--- config.mk ---
export PLATFORM = sky130hd
export DESIGN_NAME = ffvl_trunc
export DESIGN_NICKNAME = d
export VERILOG_FILES = /design/src/rtl/ffvl_pkg.sv /design/src/rtl/ffvl_detect.sv /design/src/rtl/ffvl_ctrl.sv /design/src/rtl/ffvl_mask.sv /design/src/rtl/ffvl_trunc.sv
export SDC_FILE = /design/constraint.sdc
export NUM_CORES = 1
export LEC_CHECK = 0
export BUFFER_PORTS_ARGS = -buffer_cell sky130_fd_sc_hd__buf_2
export CAP_MARGIN = 20
export CELL_PAD_IN_SITES_DETAIL_PLACEMENT = 0
export CELL_PAD_IN_SITES_GLOBAL_PLACEMENT = 1
export CORE_UTILIZATION = 33
export CTS_CLUSTER_DIAMETER = 40
export CTS_CLUSTER_SIZE = 24
export DETAILED_ROUTE_END_ITERATION = 16
export PLACE_DENSITY = 0.8
export RECOVER_POWER = 25
export SKIP_LAST_GASP = 1
export SYNTH_ARGS = -nofsm -noshare
export SYNTH_HDL_FRONTEND = slang
export SYNTH_SLANG_ARGS = --single-unit
--- constraint.sdc ---
create_clock -name clk -period 2 [get_ports clk]
set_input_delay 0.4 -clock clk [delete_from_list [all_inputs] [get_ports clk]]
set_output_delay 0.4 -clock clk [all_outputs]
set_load 0.05 [all_outputs]
--- src/rtl/ffvl_pkg.sv ---
package ffvl_pkg;

  typedef enum logic {
    MODE_ALU  = 1'b0,
    MODE_LOAD = 1'b1
  } ff_mode_e;

  typedef enum logic [1:0] {
    ST_IDLE = 2'd0,
    ST_RUN  = 2'd1,
    ST_DONE = 2'd2
  } ff_state_e;

  typedef struct packed {
    ff_mode_e mode;
    logic     ffirst;
  } ff_cfg_t;

endpackage

--- src/rtl/ffvl_detect.sv ---
module ffvl_detect
  import ffvl_pkg::*;
#(
  parameter int DW = 64,
  parameter int LW = 8
) (
  input  ff_cfg_t         cfg,
  input  logic [DW-1:0]   data,
  input  logic            fault,
  output logic            fail
);
  localparam int LANES = (DW + LW - 1) / LW;
  localparam int PW    = LANES * LW;

  logic [PW-1:0]    padded;
  logic [LANES-1:0] lane_nz;
  logic             is_zero;

  assign padded = PW'(data);

  // lane-wise non-zero detect keeps the reduction shallow for wide results
  for (genvar g = 0; g < LANES; g++) begin : g_lane
    assign lane_nz[g] = |padded[g*LW +: LW];
  end

  assign is_zero = ~|lane_nz;

  always_comb begin
    fail = 1'b0;
    if (cfg.ffirst) begin
      unique case (cfg.mode)
        MODE_ALU:  fail = is_zero;
        MODE_LOAD: fail = fault;
        default:   fail = 1'b0;
      endcase
    end
  end
endmodule

--- src/rtl/ffvl_ctrl.sv ---
module ffvl_ctrl
  import ffvl_pkg::*;
#(
  parameter int MAXVL = 64,
  localparam int VLW  = $clog2(MAXVL + 1),
  localparam int IW   = (MAXVL > 1) ? $clog2(MAXVL) : 1
) (
  input  logic           clk,
  input  logic           rst_n,
  input  logic           start,
  input  logic [VLW-1:0] start_vl,
  input  ff_cfg_t        start_cfg,
  input  logic           xfer,
  input  logic [IW-1:0]  idx,
  input  logic           fail,
  output ff_cfg_t        cfg,
  output logic           running,
  output logic           failed,
  output logic           done,
  output logic           trap,
  output logic [VLW-1:0] vl
);
  localparam logic [VLW-1:0] VL_MAX = VLW'(MAXVL);

  ff_state_e      state_q;
  logic [VLW-1:0] lim_q;
  logic [VLW-1:0] vl_q;
  logic [VLW-1:0] clamped;
  logic [VLW-1:0] idx_w;
  logic           failed_q;
  logic           trap_q;
  ff_cfg_t        cfg_q;
  logic           last;
  logic           first_fail;
  logic           zero_trap;

  assign clamped    = (start_vl > VL_MAX) ? VL_MAX : start_vl;
  assign idx_w      = VLW'(idx);
  assign last       = (idx_w == lim_q - 1'b1);
  assign first_fail = fail && !failed_q;
  assign zero_trap  = (cfg_q.mode == MODE_LOAD) && (idx_w == '0);

  always_ff @(posedge clk or negedge rst_n) begin
    if (!rst_n) begin
      state_q  <= ST_IDLE;
      lim_q    <= '0;
      vl_q     <= '0;
      failed_q <= 1'b0;
      trap_q   <= 1'b0;
      cfg_q    <= '{mode: MODE_ALU, ffirst: 1'b0};
    end else if (start) begin
      cfg_q    <= start_cfg;
      lim_q    <= clamped;
      vl_q     <= clamped;
      failed_q <= 1'b0;
      trap_q   <= 1'b0;
      state_q  <= (clamped == '0) ? ST_DONE : ST_RUN;
    end else if (state_q == ST_RUN && xfer) begin
      if (first_fail) begin
        failed_q <= 1'b1;
        if (zero_trap) trap_q <= 1'b1;
        else           vl_q   <= idx_w;
      end
      if (last) state_q <= ST_DONE;
    end
  end

  assign cfg     = cfg_q;
  assign running = (state_q == ST_RUN);
  assign failed  = failed_q;
  assign done    = (state_q == ST_DONE);
  assign trap    = trap_q;
  assign vl      = vl_q;
endmodule

--- src/rtl/ffvl_mask.sv ---
module ffvl_mask #(
  parameter int MAXVL = 64,
  localparam int IW   = (MAXVL > 1) ? $clog2(MAXVL) : 1
) (
  input  logic             clk,
  input  logic             rst_n,
  input  logic             clr,
  input  logic             set,
  input  logic [IW-1:0]    idx,
  output logic [MAXVL-1:0] mask
);
  for (genvar i = 0; i < MAXVL; i++) begin : g_bit
    logic hit;
    assign hit = set && (idx == IW'(i));
    always_ff @(posedge clk or negedge rst_n) begin
      if (!rst_n)   mask[i] <= 1'b0;
      else if (clr) mask[i] <= 1'b0;
      else if (hit) mask[i] <= 1'b1;
    end
  end
endmodule

--- src/rtl/ffvl_trunc.sv ---
module ffvl_trunc
  import ffvl_pkg::*;
#(
  parameter int MAXVL = 64,
  parameter int DW    = 64,
  localparam int VLW  = $clog2(MAXVL + 1),
  localparam int IW   = (MAXVL > 1) ? $clog2(MAXVL) : 1
) (
  input  logic             clk,
  input  logic             rst_n,
  input  logic             start,
  input  logic [VLW-1:0]   start_vl,
  input  logic             start_mode,
  input  logic             start_ffirst,
  input  logic             el_valid,
  output logic             el_ready,
  input  logic [IW-1:0]    el_idx,
  input  logic [DW-1:0]    el_data,
  input  logic             el_fault,
  output logic             elem_we,
  output logic [VLW-1:0]   vl_out,
  output logic [MAXVL-1:0] wen_mask,
  output logic             done,
  output logic             trap
);
  ff_cfg_t start_cfg;
  ff_cfg_t cfg;
  logic    running;
  logic    failed;
  logic    fail;
  logic    xfer;

  assign start_cfg = '{mode: ff_mode_e'(start_mode), ffirst: start_ffirst};

  // start has priority over a transfer in the same cycle
  assign el_ready = running && !start;
  assign xfer     = el_valid && el_ready;
  assign elem_we  = xfer && !fail && !failed;

  ffvl_detect #(.DW(DW)) u_detect (
    .cfg   (cfg),
    .data  (el_data),
    .fault (el_fault),
    .fail  (fail)
  );

  ffvl_ctrl #(.MAXVL(MAXVL)) u_ctrl (
    .clk       (clk),
    .rst_n     (rst_n),
    .start     (start),
    .start_vl  (start_vl),
    .start_cfg (start_cfg),
    .xfer      (xfer),
    .idx       (el_idx),
    .fail      (fail),
    .cfg       (cfg),
    .running   (running),
    .failed    (failed),
    .done      (done),
    .trap      (trap),
    .vl        (vl_out)
  );

  ffvl_mask #(.MAXVL(MAXVL)) u_mask (
    .clk   (clk),
    .rst_n (rst_n),
    .clr   (start),
    .set   (elem_we),
    .idx   (el_idx),
    .mask  (wen_mask)
  );
endmodule

==> out/summary.txt <==
Final Max Slew Viols: 0
area share of fa/ha/maj cells after synthesis: 0.00275
Antenna Nets Post-Route: 0
Ports: 159
Mapped Cells: 512
P_leak: 3.04 nW
clk_lat worst skew: 0.34 ns
TritonCTS Buffers: 9
commonest non-fill, non-tap cell in the layout: buf_2
die area: 14300 sq um
CTS tree: built
synth warn: 0
Synth Area in Compound Gates: 0.222
Max Fclk: 0.452 GHz
Hold Buf Count CTS: 0
share of layout cells above drive strength 1: 0.351
via count: 4642
# fillers: 1324
Post-synth top flop: dfrtp_1
Synth-to-Final Area Change: 33.0%
first-pass GRT wire length: 24700 um
xor and xnor area share after synthesis: 0.0135
Simple-Gate Fraction of Synth Area: 0.223
placed cell area: 5750 sq um
total nets after synthesis: 597
largest family of logic cells by synthesized area: simple AND/OR/NAND/NOR gates
Worst setup SP type: register
final instance area: 6060 sq um
Worst-Margin Slew: 0.901 ns
DR WL met2: 7330 um
Slew HR: 0.399
critical path fanouts, max: 3
drt first pass iters: 5
Worst Path Class, Setup: register to primary output
Setup crit end kind: primary output
total wire length: 15300 um
clk root buf: clkbuf_16
mux share of post-synthesis cell area: 0.0283
crit-path cells: nor4_2 > nand4_1 > or3_4 > o21ai_4 > a21oi_4 > buf_4
Die X: 119 um
status: finished with violations
critical path arrival: 1.81 ns
1st-iter DRT viols: 334
Worst Slack Setup Final: -0.211 ns
post-cts sizing count: 2
RSZ-0062 raised after global routing: yes
RD Place Congestion: 0.850
synthesized cell area: 4550 sq um
failing checks: negative setup slack
Tot Pwr: 4.17 mW
worst vdd ir: 0.419 mV
fraction of registers with async set/reset: 1.00
Initial Utilization: 0.341
syn avg cell area: 8.89 sq um
Max-cap violations: 0
# rows: 42
DIE HEIGHT: 119 um
gr ovfl total: 0
largest net degree at the start of global routing: 68
clk slew on worst S/H paths: 0.07 ns
hpwl dp: 10700 um
H-tree lvl count: 3
Seq/Total Area, Yosys: 0.462
number of global-route vias before repair: 4722
Hold Path Class: primary input to async pin
#FFs+latches synth: 84
Post-CTS Setup Bufs: 0
DRC: 0
initial antenna violation count: 0
met3 WL: 850 um
Overall Global Routing Usage: 0.221
Nets: 758
Reg2Reg Setup Slack: 0.05 ns
Setup Viol. Count Final: 1
Netlist cell types: 46
clock skew: 0.00876 ns
max layer used: met4
drt wl/cell: 17.9 um
power density of the placed cells: 688 nW/um^2
crit path time final: 2.21 ns
clk buf depth: 2
core region area: 13300 sq um
crit-path max cell delay: 0.39 ns
slowest cell on the critical path: dfrtp_1
Port Buf Inserts: 158
CTS sink count: 84
M1 wire length: 6890 um
Via density: 5.44
commonest non-fill, non-tap cells in the layout: buf_2, dfrtp_1, nand2_1
CP required: 1.60 ns
ANT cells: 0
Final Hold Fails: 0
Post-synth EDFFs: 0
crit share post-route: 1.11
setup TNS: -0.211 ns
-- cell families after synthesis --
| group | Yosys count |
|---|---|
| xor gates and xnor gates | 7 |
| muxes | 10 |
| AOI/OAI and AO/OA | 154 |
| adders and majority gates | 1 |
| and+or+nand+nor | 201 |
| DFF | 84 |
| buffers and inverters | 55 |
-- metal layers --
metal,up-vias,track usage
met2,144,0.354
met3,19,0.0407
li1,2184,-
met5,-,0
met4,0,0.0633
met1,2295,0.303
-- critical path, delay by kind of cell (launching register included) --
family	cells	cell delay (ns)
AND/OR/NAND/NOR	3	0.66
AO/OA/AOI/OAI	2	0.24
flip-flops	1	0.39
buffers and inverters	1	0.19
-- cells in the mapped netlist, types with 2 or more instances --
cell	number	area share
o21ai_0	59	0.065
and4_1	2	0.0038
xnor2_1	5	0.0096
and4bb_2	7	0.019
buf_6	2	0.0049
mux2_4	5	0.016
mux2_2	3	0.0074
nand3_1	8	0.0088
nor2b_1	4	0.0055
nor3_1	9	0.0099
o31ai_1	16	0.026
and4b_1	4	0.0088
nor4b_1	4	0.0077
clkbuf_1	37	0.031
nor4_2	3	0.0082
a22o_1	2	0.0038
nor2_1	55	0.045
nand4_1	3	0.0041
o31a_1	2	0.0038
mux2i_1	2	0.0044
dfrtp_1	84	0.46
xor2_1	2	0.0038
a22oi_1	64	0.11
inv_1	13	0.011
and3_1	2	0.0027
a21oi_1	4	0.0044
or3_1	2	0.0027
nor4_1	13	0.018
nand2_1	79	0.065
-- path summary, 6_finish.rpt --
path	startpoint	end	cells past startpoint
max in group asynchronous	rst_n	u_ctrl.failed	2
min in group clk	start_ffirst	u_ctrl.cfg[0]	2
setup reg to reg	u_ctrl.cfg[1]	u_mask.mask[17]	7
hold / removal	rst_n	u_mask.mask[58]	1
hold reg to reg	u_ctrl.vl[6]	u_ctrl.vl[6]	1
setup / recovery	u_ctrl.cfg[1]	elem_we	6
-- stage by stage --
step	setup WS, ns	hold slack [ns]	utilization	cells
3_3_place_gp	-0.318	0.389	0.431	838
6_report	-0.211	0.173	0.454	854
4_1_cts	-0.239	0.0284	0.455	854
2_1_floorplan	-0.0734	0.104	-	512
5_1_grt	-0.350	0.248	0.454	854
3_5_place_dp	-0.372	0.401	0.431	838
-- sequential cells by signal, indices dropped and copies added (netlist names) --
name,cells
u_ctrl.cfg,2
u_ctrl.failed,1
u_ctrl.lim_q,7
u_ctrl.state_q,2
u_ctrl.trap,1
u_ctrl.vl,7
u_mask.mask,64
-- power breakdown --
group	total (mW)	internal [mW]	switching, mW
Sequential	1.78	1.75	0.0364
Clock	1.74	1.02	0.725
Combinational	0.644	0.229	0.415
Total	4.17	2.99	1.18
-- final cells by class --
cell class                      count  area, sq um  area share
Inverter                           13         48.8     0.00806
Sequential cell                    84         2100       0.347
Multi-Input combinational cell    373         2310       0.382
Timing Repair Buffer              192         1060       0.175
Clock buffer                       10          239      0.0395
Tap cell                          176          220      0.0364
Clock inverter                      6         71.3      0.0118
Note: power is estimated with default switching activity, not from simulation.
